`src/rtl/pwr_pulse_pkg.sv`:
```
`timescale 1ns/1ps
// Shared types for the power-to-pulse converter.
package pwr_pulse_pkg;
    // Which slow pin takes the next accumulator event.
    typedef enum logic {
        PIN_A = 1'b0,
        PIN_B = 1'b1
    } slow_pin_e;
endpackage

```
`src/rtl/pwr_phase_sum.sv`:
```
`timescale 1ns/1ps
// Adds three signed phase words into one total and reports whether any
// phase is negative.
// Assumes: two's complement inputs; the output is two bits wider, so the
// sum cannot overflow.
module pwr_phase_sum #(
    parameter int PWR_W = 24,
    localparam int SUM_W = PWR_W + 2
) (
    input  logic signed [PWR_W-1:0] ph_a,
    input  logic signed [PWR_W-1:0] ph_b,
    input  logic signed [PWR_W-1:0] ph_c,
    output logic signed [SUM_W-1:0] total,
    output logic                    any_neg
);
    // Sign-extended sum and sign detection.
    always_comb begin
        total   = SUM_W'(ph_a) + SUM_W'(ph_b) + SUM_W'(ph_c);
        any_neg = ph_a[PWR_W-1] | ph_b[PWR_W-1] | ph_c[PWR_W-1];
    end
endmodule

```
`src/rtl/pwr_accum.sv`:
```
`timescale 1ns/1ps
// Signed accumulator with a magnitude threshold. On each strobe it adds the
// total. When the result reaches +THRESH or -THRESH it takes the threshold
// off toward zero and raises a one-cycle event.
// Assumes: |total| < THRESH, so at most one event per sample.
module pwr_accum #(
    parameter int    SUM_W  = 26,
    parameter int    ACC_W  = 32,
    parameter longint THRESH = 1000
) (
    input  logic                    clk,
    input  logic                    rst_n,
    input  logic                    valid,
    input  logic signed [SUM_W-1:0] total,
    output logic                    event_q
);
    localparam logic signed [ACC_W-1:0] TH_P = ACC_W'(THRESH);
    localparam logic signed [ACC_W-1:0] TH_N = -TH_P;

    logic signed [ACC_W-1:0] acc_q;
    logic signed [ACC_W-1:0] nxt_c;

    // Candidate value after adding this sample.
    always_comb nxt_c = acc_q + ACC_W'(total);

    // Accumulate, take off the threshold, flag the event.
    always_ff @(posedge clk) begin
        if (!rst_n) begin
            acc_q   <= '0;
            event_q <= 1'b0;
        end else if (valid) begin
            if (nxt_c >= TH_P) begin
                acc_q   <= nxt_c - TH_P;
                event_q <= 1'b1;
            end else if (nxt_c <= TH_N) begin
                acc_q   <= nxt_c + TH_P;
                event_q <= 1'b1;
            end else begin
                acc_q   <= nxt_c;
                event_q <= 1'b0;
            end
        end else begin
            event_q <= 1'b0;
        end
    end

    // residue stays strictly within the threshold
    a_r2_residue_bound: assert property (@(posedge clk) disable iff (!rst_n)
        (acc_q < TH_P) && (acc_q > TH_N));
endmodule

```
`src/rtl/pwr_pulse_shaper.sv`:
```
`timescale 1ns/1ps
// Turns trigger events into pulses. It measures the gap between triggers.
// The width is the nominal one unless the last period is under twice the
// nominal width; then it is half the period, with a minimum of one cycle.
// Assumes: nom_w >= 1; the gap counter saturates on long periods.
module pwr_pulse_shaper #(
    parameter int CNT_W = 24
) (
    input  logic             clk,
    input  logic             rst_n,
    input  logic             trig,
    input  logic [CNT_W-1:0] nom_w,
    output logic             pulse
);
    localparam logic [CNT_W-1:0] GAP_MAX = '1;

    logic [CNT_W-1:0] gap_q;
    logic [CNT_W-1:0] left_q;
    logic [CNT_W-1:0] width_c;
    logic [CNT_W:0]   per_c;

    // Choose the width for a trigger arriving now.
    always_comb begin
        per_c = {1'b0, gap_q} + 1'b1;
        if (per_c < {nom_w, 1'b0}) begin
            width_c = per_c[CNT_W:1];
            if (width_c == '0) width_c = CNT_W'(1);
        end else begin
            width_c = nom_w;
        end
    end

    // Cycles since the last trigger, saturating.
    always_ff @(posedge clk) begin
        if (!rst_n || trig) gap_q <= '0;
        else if (gap_q != GAP_MAX) gap_q <= gap_q + 1'b1;
    end

    // Hold the pulse high for the chosen width.
    always_ff @(posedge clk) begin
        if (!rst_n) begin
            pulse  <= 1'b0;
            left_q <= '0;
        end else if (trig) begin
            pulse  <= 1'b1;
            left_q <= width_c - 1'b1;
        end else if (left_q != '0) begin
            left_q <= left_q - 1'b1;
        end else begin
            pulse <= 1'b0;
        end
    end

    // a pulse starts only from a trigger
    a_r7_rise_needs_trig: assert property (@(posedge clk) disable iff (!rst_n)
        $rose(pulse) |-> $past(trig));
endmodule

```
`src/rtl/pwr_pulse_conv.sv`:
```
`timescale 1ns/1ps
// Top of the power-to-pulse converter. It sums the phase words and feeds a
// slow accumulator, whose events alternate between two pins, and a fast
// accumulator driving the calibration output. It also keeps the reverse
// flag, which changes only when a calibration pulse starts.
// Assumes: |sum| < each threshold; thresholds and widths are in clock cycles.
module pwr_pulse_conv #(
    parameter int     PWR_W   = 24,
    parameter int     ACC_W   = 32,
    parameter longint SLOW_TH = 64'd268435456,
    parameter longint FAST_TH = 64'd4194304,
    parameter int     CNT_W   = 24,
    parameter int     SLOW_W  = 2750000,
    parameter int     CF_W    = 900000,
    parameter int     FAST_W  = 10
) (
    input  logic                    clk,
    input  logic                    rst_n,
    input  logic                    supply_ok,
    input  logic                    smp_valid,
    input  logic signed [PWR_W-1:0] pwr_a,
    input  logic signed [PWR_W-1:0] pwr_b,
    input  logic signed [PWR_W-1:0] pwr_c,
    input  logic                    cal_fast,
    output logic                    slow_a,
    output logic                    slow_b,
    output logic                    cal_out,
    output logic                    rev_flag
);
    import pwr_pulse_pkg::*;

    localparam int SUM_W = PWR_W + 2;
    localparam logic [CNT_W-1:0] SLOW_NOM = CNT_W'(SLOW_W);
    localparam logic [CNT_W-1:0] CF_NOM   = CNT_W'(CF_W);
    localparam logic [CNT_W-1:0] FAST_NOM = CNT_W'(FAST_W);

    logic                    run_n;
    logic signed [SUM_W-1:0] total;
    logic                    any_neg;
    logic                    neg_q;
    logic                    rev_q;
    logic                    slow_ev;
    logic                    fast_ev;
    slow_pin_e               next_pin_q;
    logic [1:0]              slow_trig;
    logic [CNT_W-1:0]        cf_nom;

    assign run_n  = rst_n & supply_ok;
    assign cf_nom = cal_fast ? FAST_NOM : CF_NOM;

    pwr_phase_sum #(.PWR_W(PWR_W)) sum_i (
        .ph_a(pwr_a), .ph_b(pwr_b), .ph_c(pwr_c),
        .total(total), .any_neg(any_neg)
    );

    pwr_accum #(.SUM_W(SUM_W), .ACC_W(ACC_W), .THRESH(SLOW_TH)) slow_acc_i (
        .clk(clk), .rst_n(run_n), .valid(smp_valid),
        .total(total), .event_q(slow_ev)
    );

    pwr_accum #(.SUM_W(SUM_W), .ACC_W(ACC_W), .THRESH(FAST_TH)) fast_acc_i (
        .clk(clk), .rst_n(run_n), .valid(smp_valid),
        .total(total), .event_q(fast_ev)
    );

    // Route each slow event to the pin whose turn it is.
    always_comb begin
        slow_trig[0] = slow_ev && (next_pin_q == PIN_A);
        slow_trig[1] = slow_ev && (next_pin_q == PIN_B);
    end

    // Alternate pins on every slow event.
    always_ff @(posedge clk) begin
        if (!run_n)       next_pin_q <= PIN_A;
        else if (slow_ev) next_pin_q <= (next_pin_q == PIN_A) ? PIN_B : PIN_A;
    end

    logic [1:0] slow_pulse;
    for (genvar g = 0; g < 2; g++) begin : g_slow
        pwr_pulse_shaper #(.CNT_W(CNT_W)) shp_i (
            .clk(clk), .rst_n(run_n), .trig(slow_trig[g]),
            .nom_w(SLOW_NOM), .pulse(slow_pulse[g])
        );
    end
    assign slow_a = slow_pulse[0];
    assign slow_b = slow_pulse[1];

    pwr_pulse_shaper #(.CNT_W(CNT_W)) cal_shp_i (
        .clk(clk), .rst_n(run_n), .trig(fast_ev),
        .nom_w(cf_nom), .pulse(cal_out)
    );

    // Remember the sign state of the latest sample.
    always_ff @(posedge clk) begin
        if (!run_n)         neg_q <= 1'b0;
        else if (smp_valid) neg_q <= any_neg;
    end

    // Reverse flag updates as a calibration pulse is issued.
    always_ff @(posedge clk) begin
        if (!run_n)       rev_q <= 1'b0;
        else if (fast_ev) rev_q <= neg_q;
    end
    assign rev_flag = rev_q;

    // outputs quiet the cycle after supply loss
    a_r1_quiet_on_fail: assert property (@(posedge clk) disable iff (!rst_n)
        !supply_ok |=> (!slow_a && !slow_b && !cal_out));

    // reverse flag moves only with a starting calibration pulse
    a_r8_rev_with_cal: assert property (@(posedge clk) disable iff (!run_n)
        (rev_flag != $past(rev_flag)) |-> $rose(cal_out));
endmodule

```
`config.mk`:
```
export PLATFORM = sky130hd
export DESIGN_NAME = pwr_pulse_conv
export DESIGN_NICKNAME = d
export VERILOG_FILES = /design/src/rtl/pwr_pulse_pkg.sv /design/src/rtl/pwr_phase_sum.sv /design/src/rtl/pwr_accum.sv /design/src/rtl/pwr_pulse_shaper.sv /design/src/rtl/pwr_pulse_conv.sv
export SDC_FILE = /design/constraint.sdc
export NUM_CORES = 1
export LEC_CHECK = 0
export BUFFER_PORTS_ARGS = -buffer_cell sky130_fd_sc_hd__buf_2
export CORE_ASPECT_RATIO = 0.9
export CORE_UTILIZATION = 25
export CTS_CLUSTER_SIZE = 30
export DETAILED_ROUTE_END_ITERATION = 16
export REMOVE_ABC_BUFFERS = 1
export SYNTH_ARGS = -nofsm -noshare
export SYNTH_HDL_FRONTEND = slang
export SYNTH_SLANG_ARGS = --single-unit
```
`constraint.sdc`:
```
create_clock -name clk -period 8.4 [get_ports clk]
set_clock_uncertainty 0.15 [all_clocks]
set_input_delay 0.84 -clock clk [delete_from_list [all_inputs] [get_ports clk]]
set_output_delay 0.84 -clock clk [all_outputs]
set_load 0.01 [all_outputs]
```
======== Word-level counts from Yosys, hierarchy flattened ========
Cells that the tools add are included.
cells by class
  eq/ne operators ......................... 6
  bitwise operators ....................... 4
  order comparisons ....................... 7
  reduce and logical (&&, ||, !) cells .... 16
  mux-type cells .......................... 28
  add/sub/neg operators ................... 20
operator list
  operator                number
  $mux 24                 12
  $sub 24x1->24 const B   6
  $mux 32                 4
  $add 24x1->25 const B   3
  $add 24x1->24 const B   3
  $logic_not 24->1        3
  $ne 24x24->1 const B    3
  $reduce_bool 24->1      3
  $add 32x26->32          2
  $lt 25x23->1 const B    2
  $add 32x24->32 const B  1
  $add 32x30->32 const B  1
  $ge 32x24->1 const B    1
  $ge 32x30->1 const B    1
  $le 32x23->1 const B    1
  $le 32x29->1 const B    1
  $sub 32x24->32 const B  1
  $sub 32x30->32 const B  1
  $add 25x24->26          1
  $add 24x24->25          1
  $lt 25x21->1            1
  $mux 20                 1
  $mux 1                  11
  $reduce_bool 2->1       3
  other kinds (9)         14
storage, ports and cells
  output and inout bits ................... 4
  bits in registers ....................... 216
  word-level logic and storage cells ...... 97

======== Depth between registers and ports, before layout ========
Gate-level depths: netlist (run 1).
  word-level depth ........................ 6
  mapped depth ............................ 32

======== Modules after synthesis ========
From an unflattened synthesis (run 1), not the netlist that was laid out.
unflattened totals
  cell total of the unflattened synthesis .. 2794
  area, all modules ....................... 21411.8 sq um
by module, submodules not included
  module                              cells each  area an instance (sq um)  sequential area each (sq um)  times used
  pwr_pulse_shaper (cal_shp_i ...)    520         3970.1                    980.9                         2
  pwr_pulse_shaper (g_slow[1].shp_i)  534         4031.4                    980.9                         1
  pwr_accum (fast_acc_i)              521         3852.4                    660.6                         1
  pwr_accum (slow_acc_i)              479         3678.5                    660.6                         1
  pwr_phase_sum                       204         1774.2                    0.0                           1
  pwr_pulse_conv                      16          135.1                     60.1                          1

======== Worst setup path after synthesis (run 1) ========
OpenSTA, ideal clock, no wires.
  path kind ............................... input-to-reg
  start point ............................. input port pwr_a[1]
  end point ............................... register slow_acc_i.acc_q[29]
  setup time .............................. 117 ps
  data arrival time ....................... 6501 ps
  path buffers ............................ 1
  stages .................................. 31
  path slack .............................. 1632 ps
  cells stage by stage .................... inv_1 -> fa_1 -> inv_1 -> ha_1 -> a21o_1 -> a21oi_1 -> o21bai_1 -> a21oi_1 -> o21bai_1 -> a21oi_1 -> a21oi_1 -> a21o_1 -> a21oi_1 -> xnor2_1 -> ha_1 -> clkbuf_1 -> nand4_1 -> nor2b_1 -> o311ai_1 -> a21oi_1 -> o31ai_1 -> o41ai_1 -> a21o_1 -> a21oi_1 -> xnor2_1 -> inv_1 -> ha_1 -> and3_1 -> o32ai_1 -> nand2_1 -> a32o_1
between the ends
  longest elaborated chain between the ends .. 6
ends and longest elaborated chain
  item                                            RTL line                          text
  from (decl)                                     pwr_pulse_conv.sv:21              input logic signed [PWR_W-1:0] pwr_a,
  $add 24x24->25 (*)                              pwr_phase_sum.sv:18               total = SUM_W'(ph_a) + SUM_W'(ph_b) + SUM_W'(ph_c);
  $add 25x24->26 (*)                              pwr_phase_sum.sv:18
  $add 32x26->32 (*)                              pwr_accum.sv:24                   always_comb nxt_c = acc_q + ACC_W'(total);
  $add 32x30->32 or $le 32x29->1 (tied branches)  pwr_accum.sv:36, pwr_accum.sv:35
  $mux 32                                         pwr_accum.sv:35                   end else if (nxt_c <= TH_N) begin
  $mux 32 (*)                                     pwr_accum.sv:32                   if (nxt_c >= TH_P) begin
  to (signal assigned)                            pwr_accum.sv:33                   acc_q <= nxt_c - TH_P;
  to (signal assigned)                            pwr_accum.sv:36                   acc_q <= nxt_c + TH_P;
  to (signal assigned)                            pwr_accum.sv:39                   acc_q <= nxt_c;
  to (decl)                                       pwr_accum.sv:20                   logic signed [ACC_W-1:0] acc_q;
Every way passes the cells marked *; elsewhere a longest branch is shown, timed or not.
A chain may end at the register's enable or synchronous reset.

======== Final worst setup path (run 1) ========
Ends and elaborated chain as after synthesis.

==> impl_metrics.ini, run 1 <==
[pwr]
p_seq_frac = 0.220
power_uw = 5887
power.density_mw_per_mm2 = 298.2
p_sw_uw = 2551
pwr-share-clk = 0.220
worst_ir_drop_vdd_v = 0.0001748
intPower_uw = 3336
p_leak_uw = 0.007741
comb_power_share = 0.560
switching_share = 0.4333

[logic_synthesis]
synth_top_cells_by_count = nor2_1 (269), dfxtp_1 (216), a21oi_1 (198)
synth_cell_types = 113
ys_seq_elements = 216
synthFlopType = dfxtp_1
yosysTopAreaCell = dfxtp_1
ys_warn_count = 0
synth_cells = 2217
syn-cell-area_sq_mm = 0.01746
syn_avg_cell_area_sq_um = 7.876
yosys-top-cells-area = dfxtp_1 (25%), ha_1 (8.0%), xnor2_1 (6.6%), nor2_1 (5.8%), a21oi_1 (5.7%)
ys_async_sr_fraction = 0
ys_seq_area_frac = 0.2477
synth_edf_count = 0
synth_most_common_cell = nor2_1
synth_top_area_frac = 0.2477

[setup_path]
arrival_ps = 7740
crit_start = pwr_a[1]
cp_top_family = compound AO/OA/AOI/OAI gates
startpoint_type = input port
slowest_stage = o41ai_1
crit_type = input port to register
critPathMaxStageDelay_ps = 610
end_kind = register
reg2reg_from = cal_shp_i.gap_q[0]
worst-path-max-fanout = 8
cp_data_required_time_ps = 8720
cp_common_cell = a21oi_1
cp.buffers_inverters = 4

[route]
drt_iter0_markers = 1131
routed_wl_mm = 46.11
drt_first_pass_iters = 5
wl_per_cell_um = 14.45
vias = 16230
antenna_left = 0
avgViaCountPerCell = 5.087
drc = 0

[layout]
syn_to_final_growth_pct = 13.06
nets = 2456
drive_above_1_share = 0.08982

[timing]
rsz0062_at_grt = false
tns_ps = 0
finalSetupViolCount = 0
slew_viol_final = 0
fin_ws_ps = 985.9
max_slew_margin = 0.2624
max_freq_mhz = 134.9
period_share = 0.8826
finalCriticalPeriod_ps = 7414
hold_viol_final = 0
tightest_slew_ps = 1094

[clocking]
cts_made_buffers = 27
cts_tree = built
clock_path_buffers = 3
path_clk_slew_ps = 60
htree_levels = 1
holdBufCountCts = 0
clock_latency_ps = 580
clock_sinks = 216
cts_resized = 0
postCtsSetupBuffers = 0
ctsRootBufferMaster = clkbuf_16

[global_route]
grt_max_degree = 56
gr-usage-met1 = 0.1865
grt_util_met3 = 0.01599
antenna_found_initial = 0
grt_pass1_wl_mm = 77.02
gr-usage-all-layers = 0.1287
grt.met2_usage = 0.2006
busiest_layer = met2
grt_overflow = 0
grt_pass1_vias = 15040

[placement]
portBuffers = 80
hpwl_mm = 34.54
gp_congestion = 0.8573
preCtsSetupSlack_ps = 479.9

[status]
outcome = finished clean

[job]
max-cap-violations = 0

[die]
fp-row-count = 91
core_area_sq_mm = 0.06877
ios = 81
die_y_um = 252.7
initial_core_util = 0.2539
dieArea_sq_mm = 0.07090
die_width_um = 280.6

[worst_hold_path]
min_from = g_slow[0].shp_i.left_q[23]
min_path_type = register to register
[cells by family (layout without fill, tap and decap cells)]
kind of cell    after synthesis  after routing  synth area share
buf+inv                     174            217           0.03991
flops                       216            216            0.2477
fa+ha+maj                   139            139            0.1112
compound gates              578            578            0.2187
other cells                   0              1                 0
xor+xnor                    183            183           0.09258
mux                          54             54           0.03174
simple gates                873            873            0.2582
[stage by stage]
step                hold WS (ps)  instances    util  cell area [sq um]
floorplan                  264.4       2115       -              17030
global placement           277.8       3141  0.2726              18750
detailed placement         288.2       3141  0.2726              18750
CTS                        293.4       3190  0.2870              19740
global route               307.7       3190  0.2870              19740
finish                     288.5       3191  0.2870              19740
[worst register-to-register path, delay by kind of cell (launching register included)]
kind / cells / cell delay (ps)
adders and majority gates: 3 / 900
and+or+nand+nor: 7 / 2160
xor gates and xnor gates: 1 / 410
AOI/OAI and AO/OA: 6 / 1550
muxes: 1 / 330
DFF: 1 / 450
[placed cells by master, fill, tap and decap left out, types with 11 or more instances in the layout]
| cell | netlist | routed |
|---|---|---|
| nand4_1 | 43 | 43 |
| ha_1 | 112 | 112 |
| and4_1 | 18 | 18 |
| or4_1 | 12 | 12 |
| buf_4 | 3 | 16 |
| buf_2 | 19 | 80 |
| xor2_1 | 51 | 51 |
| fa_1 | 27 | 27 |
| nor4_1 | 37 | 37 |
| nand2_1 | 145 | 144 |
| nand2b_1 | 18 | 18 |
| o211ai_1 | 11 | 11 |
| dfxtp_1 | 216 | 216 |
| nor2_1 | 269 | 269 |
| clkbuf_16 | 0 | 27 |
| xnor2_1 | 131 | 131 |
| nor2b_1 | 18 | 18 |
| a21o_1 | 41 | 41 |
| o21bai_1 | 15 | 15 |
| and3_1 | 28 | 28 |
| o21ai_0 | 77 | 77 |
| o31ai_1 | 15 | 14 |
| a211oi_1 | 32 | 32 |
| and2_1 | 24 | 24 |
| inv_1 | 71 | 71 |
| or2_2 | 16 | 16 |
| or3_1 | 23 | 23 |
| a31oi_1 | 30 | 30 |
| o22ai_1 | 12 | 12 |
| mux2i_1 | 46 | 46 |
| o21a_1 | 14 | 14 |
| nor3_1 | 85 | 85 |
| a21oi_1 | 198 | 198 |
| nand3_1 | 78 | 78 |
[power by group through the flow]
stage	clock network [uW]	registers, uW	logic, uW
after floorplan	0	1290	2550
after global placement	0	1320	3240
after detailed placement	0	1320	3240
after CTS	1340	1300	3260
after global routing	1380	1320	3690
final	1290	1300	3290
[layer usage]
metal | wire length (um) | vias to the layer above
met5 | 0 | -
met4 | 927 | 0
met3 | 1858 | 65
met2 | 19710 | 327
met1 | 23610 | 7620
li1 | - | 8220
[sequential cells by signal (all words and copies together), names as in the netlist, 2 cells and up]
| register | count |
|---|---|
| cal_shp_i.gap_q | 24 |
| g_slow.shp_i.left_q | 48 |
| slow_acc_i.acc_q | 32 |
| g_slow.shp_i.gap_q | 48 |
| cal_shp_i.left_q | 24 |
| fast_acc_i.acc_q | 32 |
| g_slow.shp_i.pulse | 2 |
[worst paths after layout]
path	endpoint	slack, ps	depth (start not counted)
worst min register to register	g_slow[0].shp_i.left_q[23]	290	2
worst max-delay path	slow_acc_i.acc_q[29]	990	31
worst max register to register	cal_shp_i.left_q[18]	2330	18
worst min-delay path	g_slow[0].shp_i.left_q[23]	290	2
[area by class of cell]
class | count | area (sq um)
Fill cell | 7416 | 49030
Tap cell | 930 | 1164
Inverter | 72 | 270.3
Clock inverter | 8 | 180.2
Antenna cell | 1 | 2.502
Clock buffer | 41 | 808.3
Multi-Input combinational cell | 1827 | 12470
Timing Repair Buffer | 96 | 520.5
Sequential cell | 216 | 4324
Note: power is estimated with default switching activity, not from simulation.
==> inputs of run 2 (changes only) <==
- CORE_MARGIN: not set -> 5
- SKIP_LAST_GASP: not set -> 1
==> run 2 against run 1 <==
  * Hold slack lost 2.0 ps
  * Fmax grew 0.37%
  * Count of clock-buffer cells in the layout is the same
  * Core utilization shrank 0.36 points
  * Cell area is essentially flat
  * Worst setup slack gained 27 ps
  * Non-clock buffer count shrank 1
  * Critical path depth shrank 3
  * Global-route usage shrank 1.1 points
  * Combinational power is essentially flat
  * Register-to-register slack is essentially flat
  * Critical endpoint is now fast_acc_i.acc_q[27]
  * Largest cell class unchanged
  * Largest power group unchanged
==> impl_metrics.ini, run 2 (synthesis results as in run 1) <==
[status]
outcome = finished clean

[die]
dieArea_sq_mm = 0.07523
core_area_sq_mm = 0.06964
die_width_um = 288.6
fp-row-count = 92
initial_core_util = 0.2507
die_y_um = 260.7
ios = 81

[route]
wl_per_cell_um = 14.46
routed_wl_mm = 46.33
vias = 16330
drt_first_pass_iters = 6
antenna_left = 0
drt_iter0_markers = 1412
avgViaCountPerCell = 5.095
drc = 0

[setup_path]
reg2reg_from = cal_shp_i.gap_q[0]
cp_common_cell = a21oi_1
worst-path-max-fanout = 13
arrival_ps = 7730
startpoint_type = input port
critPathMaxStageDelay_ps = 620
rr_worst_depth = 19
crit_start = pwr_a[2]
cp-endpoint = fast_acc_i.acc_q[27]
crit_type = input port to register
cp_data_required_time_ps = 8740
end_kind = register
worstReg2RegEnd = cal_shp_i.left_q[18]
r2r_setup_slack_ps = 2320
slowest_stage = a2111oi_0

[global_route]
grt_max_degree = 54
grt_overflow = 0
antenna_found_initial = 0
gr-usage-all-layers = 0.1175
grt_pass1_wl_mm = 76.02
grt_pass1_vias = 14970

[timing]
fin_ws_ps = 1013
max_slew_margin = 0.3673
tightest_slew_ps = 949.1
slew_viol_final = 0
tns_ps = 0
finalSetupViolCount = 0
finalCriticalPeriod_ps = 7387
max_freq_mhz = 135.4
period_share = 0.8794
rsz0062_at_grt = false
hold_viol_final = 0

[clocking]
htree_levels = 1
cts_made_buffers = 29
path_clk_slew_ps = 60
ctsRootBufferMaster = clkbuf_16
clock_sinks = 216
cts_resized = 0
holdBufCountCts = 0
postCtsSetupBuffers = 0
cts_tree = built
clock_path_buffers = 3
clock_latency_ps = 590

[pwr]
power_uw = 5871
power.density_mw_per_mm2 = 297.5
p_leak_uw = 0.007733
worst_ir_drop_vdd_v = 0.0001465

[placement]
portBuffers = 80
dp.cells = 3150
gp_congestion = 0.8652
hpwl_mm = 33.99
preCtsSetupSlack_ps = 476.1

[layout]
drive_above_1_share = 0.09143
reg_top3 = g_slow.shp_i.gap_q (48), g_slow.shp_i.left_q (48)
num_antenna_cells = 0
layout.cells.most_common_list = nor2_1 (269), dfxtp_1 (216), a21oi_1 (198)
nets = 2457
layout_commonest_cell = nor2_1
stdcell_count = 3204
syn_to_final_growth_pct = 13.05

[job]
max-cap-violations = 0

[worst_hold_path]
min_path_type = register to register
[run 2: worst min path at each step]
stage	start	slack, ps	cells past startpoint	endpoint
2_1_floorplan	g_slow[0].shp_i.left_q[23]	260	2	g_slow[0].shp_i.left_q[23]
3_3_place_gp	g_slow[0].shp_i.left_q[23]	280	2	g_slow[0].shp_i.left_q[23]
3_5_place_dp	g_slow[0].shp_i.left_q[23]	280	2	g_slow[0].shp_i.left_q[23]
4_1_cts	g_slow[0].shp_i.left_q[23]	290	2	g_slow[0].shp_i.left_q[23]
5_1_grt	g_slow[0].shp_i.left_q[23]	310	2	g_slow[0].shp_i.left_q[23]
6_report	g_slow[0].shp_i.left_q[23]	290	2	g_slow[0].shp_i.left_q[23]
[run 2: metal layers]
| metal | GRT usage | wire (um) | vias up |
|---|---|---|---|
| li1 | - | - | 8224 |
| met4 | 0.02720 | 864 | 0 |
| met3 | 0.01083 | 2191 | 65 |
| met2 | 0.1828 | 19840 | 398 |
| met1 | 0.1753 | 23430 | 7638 |
| met5 | 0 | 0 | - |
[run 2: worst max-delay path, delay by kind of cell]
kind / cells / cell delay, ps
fa+ha+maj: 3 / 1190
compound gates: 18 / 4030
xor+xnor: 1 / 210
simple gates: 5 / 1350
buf+inv: 1 / 110
[run 2: area by class of cell]
type,count,area (sq um)
Clock buffer,41,830.8
Timing Repair Buffer,95,513.0
Fill cell,7449,49900
Clock inverter,13,162.7
Multi-Input combinational cell,1827,12460
Inverter,72,270.3
Tap cell,940,1176
Sequential cell,216,4324
[run 2: through the flow]
step	util	hold WS, ps	instance area [sq um]
after floorplan	-	264.4	17030
after global placement	0.2692	275.5	18750
after detailed placement	0.2692	279.9	18750
after CTS	0.2834	290.5	19740
after global routing	0.2834	309.2	19740
final	0.2834	286.5	19740
[run 2: power breakdown]
group	switching [uW]	internal, uW	total, uW	leakage [uW]
clock network	511	781	1290	0.000484
logic	1960	1320	3280	0.00550
registers	105	1190	1300	0.00175
total	2580	3300	5870	0.00773
